$ cat config.mk
export PLATFORM = sky130hd
export DESIGN_NAME = gpio_regbank
export DESIGN_NICKNAME = d
export VERILOG_FILES = /design/src/rtl/gpio_regbank_pkg.sv /design/src/rtl/gpio_sync.sv /design/src/rtl/gpio_cfg_regs.sv /design/src/rtl/gpio_read_mux.sv /design/src/rtl/gpio_regbank.sv
export SDC_FILE = /design/constraint.sdc
export NUM_CORES = 1
export LEC_CHECK = 0
export BUFFER_PORTS_ARGS = -buffer_cell sky130_fd_sc_hd__buf_2
export CORE_MARGIN = 2
export CORE_UTILIZATION = 50
export CTS_BUF_LIST = sky130_fd_sc_hd__clkbuf_16
export DETAILED_ROUTE_END_ITERATION = 10
export GPL_TIMING_DRIVEN = 0
export PLACE_DENSITY_LB_ADDON = 0.3
export SYNTH_ARGS = -nofsm -noshare
export SYNTH_HDL_FRONTEND = slang
export SYNTH_HIERARCHICAL = 1
export SYNTH_SLANG_ARGS = --single-unit
$ cat constraint.sdc
create_clock -name clk -period 0.9 [get_ports clk]
set_input_delay 0.09 -clock clk [delete_from_list [all_inputs] [get_ports clk]]
set_output_delay 0.09 -clock clk [all_outputs]
set_load 0.03 [all_outputs]
$ cat src/rtl/gpio_regbank_pkg.sv
package gpio_regbank_pkg;
   localparam int SEL_BITS = 2;
   typedef enum logic [SEL_BITS-1:0] {
      SEL_PINS = 2'd0,
      SEL_LATCH = 2'd1,
      SEL_POLAR = 2'd2,
      SEL_DIR   = 2'd3
   } gpio_sel_e;
endpackage

$ cat src/rtl/gpio_sync.sv
module gpio_sync #(
   parameter int WIDTH  = 8,
   parameter int STAGES = 2
) (
   input  logic             clk,
   input  logic [WIDTH-1:0] d,
   output logic [WIDTH-1:0] q
);
   logic [WIDTH-1:0] chain [STAGES];

   always_ff @(posedge clk) chain[0] <= d;

   generate
      for (genvar s = 1; s < STAGES; s++) begin : g_stage
         always_ff @(posedge clk) chain[s] <= chain[s-1];
      end
   endgenerate

   assign q = chain[STAGES-1];
endmodule

$ cat src/rtl/gpio_cfg_regs.sv
module gpio_cfg_regs
   import gpio_regbank_pkg::*;
#(
   parameter int               WIDTH     = 8,
   parameter logic [WIDTH-1:0] LATCH_RST = '1,
   parameter logic [WIDTH-1:0] POLAR_RST = '0,
   parameter logic [WIDTH-1:0] DIR_RST   = '1
) (
   input  logic                clk,
   input  logic                rst_n,
   input  logic                wr_en,
   input  logic [SEL_BITS-1:0] sel,
   input  logic [WIDTH-1:0]    wdata,
   output logic [WIDTH-1:0]    latch_q,
   output logic [WIDTH-1:0]    polar_q,
   output logic [WIDTH-1:0]    dir_q
);
   gpio_sel_e sel_e;
   logic      we_latch, we_polar, we_dir;

   assign sel_e    = gpio_sel_e'(sel);
   assign we_latch = wr_en && (sel_e == SEL_LATCH);
   assign we_polar = wr_en && (sel_e == SEL_POLAR);
   assign we_dir   = wr_en && (sel_e == SEL_DIR);

   always_ff @(posedge clk or negedge rst_n) begin
      if (!rst_n) begin
         latch_q <= LATCH_RST;
         polar_q <= POLAR_RST;
         dir_q   <= DIR_RST;
      end else begin
         if (we_latch) latch_q <= wdata;
         if (we_polar) polar_q <= wdata;
         if (we_dir)   dir_q   <= wdata;
      end
   end
endmodule

$ cat src/rtl/gpio_read_mux.sv
module gpio_read_mux
   import gpio_regbank_pkg::*;
#(
   parameter int WIDTH = 8
) (
   input  logic [SEL_BITS-1:0] sel,
   input  logic [WIDTH-1:0]    pins_sync,
   input  logic [WIDTH-1:0]    latch_q,
   input  logic [WIDTH-1:0]    polar_q,
   input  logic [WIDTH-1:0]    dir_q,
   output logic [WIDTH-1:0]    rdata
);
   logic [WIDTH-1:0] pin_view;

   generate
      for (genvar b = 0; b < WIDTH; b++) begin : g_inv
         assign pin_view[b] = pins_sync[b] ^ polar_q[b];
      end
   endgenerate

   always_comb begin
      unique case (gpio_sel_e'(sel))
         SEL_PINS:  rdata = pin_view;
         SEL_LATCH: rdata = latch_q;
         SEL_POLAR: rdata = polar_q;
         SEL_DIR:   rdata = dir_q;
         default:   rdata = '0;
      endcase
   end
endmodule

$ cat src/rtl/gpio_regbank.sv
module gpio_regbank
   import gpio_regbank_pkg::*;
#(
   parameter int               WIDTH       = 8,
   parameter int               SYNC_STAGES = 2,
   parameter logic [WIDTH-1:0] LATCH_RST   = '1,
   parameter logic [WIDTH-1:0] POLAR_RST   = '0,
   parameter logic [WIDTH-1:0] DIR_RST     = '1
) (
   input  logic                clk,
   input  logic                rst_n,
   input  logic                wr_en,
   input  logic [SEL_BITS-1:0] reg_sel,
   input  logic [WIDTH-1:0]    wr_data,
   output logic [WIDTH-1:0]    rd_data,
   input  logic [WIDTH-1:0]    pin_in,
   output logic [WIDTH-1:0]    pin_out,
   output logic [WIDTH-1:0]    pin_oe
);
   generate
      if (WIDTH < 1) begin : g_bad_width
         $error("gpio_regbank: WIDTH must be at least 1");
      end
      if (SYNC_STAGES < 2) begin : g_bad_sync
         $error("gpio_regbank: SYNC_STAGES must be at least 2");
      end
   endgenerate

   logic [WIDTH-1:0] pins_sync;
   logic [WIDTH-1:0] latch_q, polar_q, dir_q;

   gpio_sync #(.WIDTH(WIDTH), .STAGES(SYNC_STAGES)) u_sync (
      .clk (clk),
      .d   (pin_in),
      .q   (pins_sync)
   );

   gpio_cfg_regs #(
      .WIDTH(WIDTH), .LATCH_RST(LATCH_RST),
      .POLAR_RST(POLAR_RST), .DIR_RST(DIR_RST)
   ) u_regs (
      .clk     (clk),
      .rst_n   (rst_n),
      .wr_en   (wr_en),
      .sel     (reg_sel),
      .wdata   (wr_data),
      .latch_q (latch_q),
      .polar_q (polar_q),
      .dir_q   (dir_q)
   );

   gpio_read_mux #(.WIDTH(WIDTH)) u_rmux (
      .sel       (reg_sel),
      .pins_sync (pins_sync),
      .latch_q   (latch_q),
      .polar_q   (polar_q),
      .dir_q     (dir_q),
      .rdata     (rd_data)
   );

   generate
      for (genvar b = 0; b < WIDTH; b++) begin : g_pad
         assign pin_oe[b]  = ~dir_q[b];
         assign pin_out[b] = dir_q[b] ? 1'b0 : latch_q[b];
      end
   endgenerate
endmodule

==> results.json <==
{
  "cts_root_buf": "clkbuf_16",
  "grt_usage_pct": 20.8,
  "reg2reg_from": "u_regs/latch_q[3]",
  "start_util_pct": 52.3,
  "drc": 0,
  "max_freq_mhz": 763,
  "drive_gt1_share_pct": 82.8,
  "finalHoldViolCount": 0,
  "layout_min_cycle_time_ns": 1.31,
  "globalplace.congestion": 0.731,
  "ios": 45,
  "dp_hpwl_um": 2290,
  "cp-start-kind": "flip-flop",
  "p_leak_nw": 1.28,
  "synth_area_um2": 1760,
  "fp.dieH_um": 63.3,
  "ir_drop_v": 0.00187,
  "min_from": "wr_data[4]",
  "dp_slack_ns": -0.442,
  "crit_path_max_fanout": 2,
  "cts_tree": "built",
  "synth_cell_types": 18,
  "synth_edf_count": 0,
  "power.share.sequential_pct": 35.2,
  "vias": 1173,
  "post-synth-top-area-cell": "dfstp_2",
  "grt_use_met3_pct": 5.54,
  "die_area_um2": 4010,
  "worstMarginPinSlew_ns": 0.542,
  "power.total_mw": 6.60,
  "nets": 218,
  "finClkSkew_ns": 0.000568,
  "grt_pass1_vias": 1310,
  "ys_ff_latch": 40,
  "grt_max_degree": 25,
  "die_w_um": 63.3,
  "cts.htree.levels": 2,
  "setup_viol": 25,
  "clock_path_buffers": 2,
  "min_path_cells": 2,
  "clock_latency_ns": 0.27,
  "overflow": 0,
  "clock_sinks": 40,
  "rows": 21,
  "avgSynthCellArea_um2": 13.2,
  "grt_pass1_wl_um": 6290,
  "synthTopCellsByArea": "dfstp_2 24%, dfxtp_1 18%, mux2_2 15%, dfrtp_1 11%, mux2_4 6.8%",
  "post-route-period-util_pct": 146,
  "numCtsBuffers": 5,
  "rsz0062_at_grt": "true",
  "syn_to_final_growth_pct": 57.7,
  "dr.pass1.iters": 3,
  "io_buffers": 44,
  "routed_wl_um": 3790,
  "ys_warn_count": 6,
  "synth_ff_type": "dfxtp_1",
  "synth.yosys.seq_area_share_pct": 53.4,
  "n_fill_cell": 189,
  "switching_share_pct": 28.8,
  "p_int_mw": 4.70,
  "required_ns": 0.81,
  "hp-class": "in2reg",
  "syn_inst": 133,
  "status": "complete, but fails checks",
  "cap_violations": 0,
  "p_per_area_nw_per_um2": 2380,
  "reg2reg_slack_ns": -0.03,
  "arrival_ns": 1.22,
  "antenna_cells": 0,
  "yosysMostFrequentCell": "mux2_2",
  "cts.clk_slew.worst_paths_ns": 0.06,
  "rr_worst_depth": 3,
  "wire_per_inst_um": 15.5,
  "via_per_inst": 4.81,
  "use_met1_pct": 25.4,
  "violations": "setup timing",
  "ant_nets": 0,
  "r2r-end": "u_regs/latch_q[3]",
  "finalMaxSlewViolations": 0,
  "clkPwrFrac_pct": 29.1,
  "end_kind": "primary output",
  "grt_use_met2_pct": 35.9,
  "first_iter_violations": 45,
  "path_class": "reg2out",
  "antenna_found_initial": 0,
  "synth-async-reset-ratio_pct": 60.0,
  "slew_headroom_pct": 63.9,
  "core-area_um2": 3360,
  "synthTopCellsByCount": "24 x mux2_2, 16 x dfstp_2, 16 x dfxtp_1, 10 x nor2b_1",
  "p_sw_mw": 1.90,
  "synth_top_area_share_pct": 23.9,
  "top_usage_layer": "met2",
  "layout_setup_ws_ns": -0.411,
  "synth_nets": 154,
  "whs_endpoint": "u_regs/latch_q[4]",
  "power_frac_comb_pct": 35.7
}
[registers in the layout, summed over array words and instances (netlist names)]
| name | flops |
|---|---|
| u_regs/polar_q | 8 |
| u_regs/dir_q | 8 |
| u_regs/latch_q | 8 |
| u_sync/chain | 16 |
[power by group through the flow]
stage	clock (mW)	combinational (mW)	sequential [mW]
after CTS	1.96	2.32	2.33
after global placement	0	1.62	2.37
after global routing	2.07	2.48	2.36
after floorplan	0	1.31	2.35
final	1.92	2.36	2.33
after detailed placement	0	1.66	2.41
[metrics by stage]
| stage | util [%] | std cells | setup TNS, ns | hold slack, ns | cell area [um^2] |
|---|---|---|---|---|---|
| after CTS | 81.8 | 243 | -8.02 | 0.0757 | 2750 |
| after detailed placement | 65.7 | 223 | -12.74 | 0.102 | 2210 |
| after floorplan | - | 133 | -1.03 | -0.206 | 1930 |
| after global placement | 65.7 | 223 | -11.70 | 0.0920 | 2210 |
| after global routing | 82.6 | 244 | -8.68 | 0.0801 | 2780 |
| final | 82.6 | 244 | -7.82 | 0.0778 | 2780 |
[placed cells by master (no fill, tap or decap)]
master	instances
xnor2_4	2
dfstp_2	16
clkbuf_16	5
mux2_2	22
buf_6	32
mux2_4	10
xnor2_2	6
nand3_2	1
nand2_4	5
buf_4	6
dfxtp_1	14
buf_12	1
clkinv_2	1
dlygate4sd3_1	9
and2b_4	6
dfxtp_2	2
nand3b_2	2
nand2_2	3
o21ai_2	2
nor2b_4	10
inv_1	3
o21ai_4	6
bufinv_16	1
inv_2	6
buf_2	19
dfrtp_1	8
[kinds of logic after synthesis]
| family | synth area share, % |
|---|---|
| flops | 53.4 |
| mux | 22.2 |
| simple gates | 10.8 |
| buf+inv | 6.89 |
| compound gates | 2.70 |
| xor+xnor | 3.98 |
[routing by layer]
metal,vias up,routed length [um]
met3,4,176
li1,556,-
met2,32,2050
met4,0,44
met5,-,0
met1,581,1520
[final cells by class]
type | count | area [um^2] | share of cell area (%)
inverter | 8 | 30.0 | 1.08
clock buffer | 5 | 125 | 4.51
timing repair buffer | 65 | 579 | 20.9
multi-input combinational | 75 | 971 | 35.0
clock inverter | 3 | 38.8 | 1.40
sequential | 40 | 943 | 34.0
buffer | 2 | 31.3 | 1.13
tap | 46 | 57.6 | 2.07
[how the worst max path moves through the flow]
stage / cells after the start / to / from
floorplan: 4 / rd_data[0] / u_sync/chain[0][8]
global placement: 3 / u_regs/polar_q[0] / reg_sel[0]
detailed placement: 3 / u_regs/polar_q[5] / reg_sel[0]
CTS: 4 / rd_data[1] / u_regs/latch_q[1]
global route: 4 / rd_data[7] / u_regs/latch_q[7]
finish: 4 / rd_data[7] / u_regs/dir_q[7]
[critical path, cell delays in order (launching register included)]
cell and delay (ns):
dfstp_2 0.55, mux2_4 0.16, nand2_4 0.05, o21ai_4 0.05
buf_6 0.14
[repair_timing]
action | CTS | global route
endpoints found under the hold margin | 16 | 0
resized for setup | 81 | 6
pin swaps | 19 | 3
hold buffers | 9 | 0
setup buffers | 11 | 3
setup endpoints to repair | 48 | 32
No activity file was read; power rests on OpenSTA's default activity.
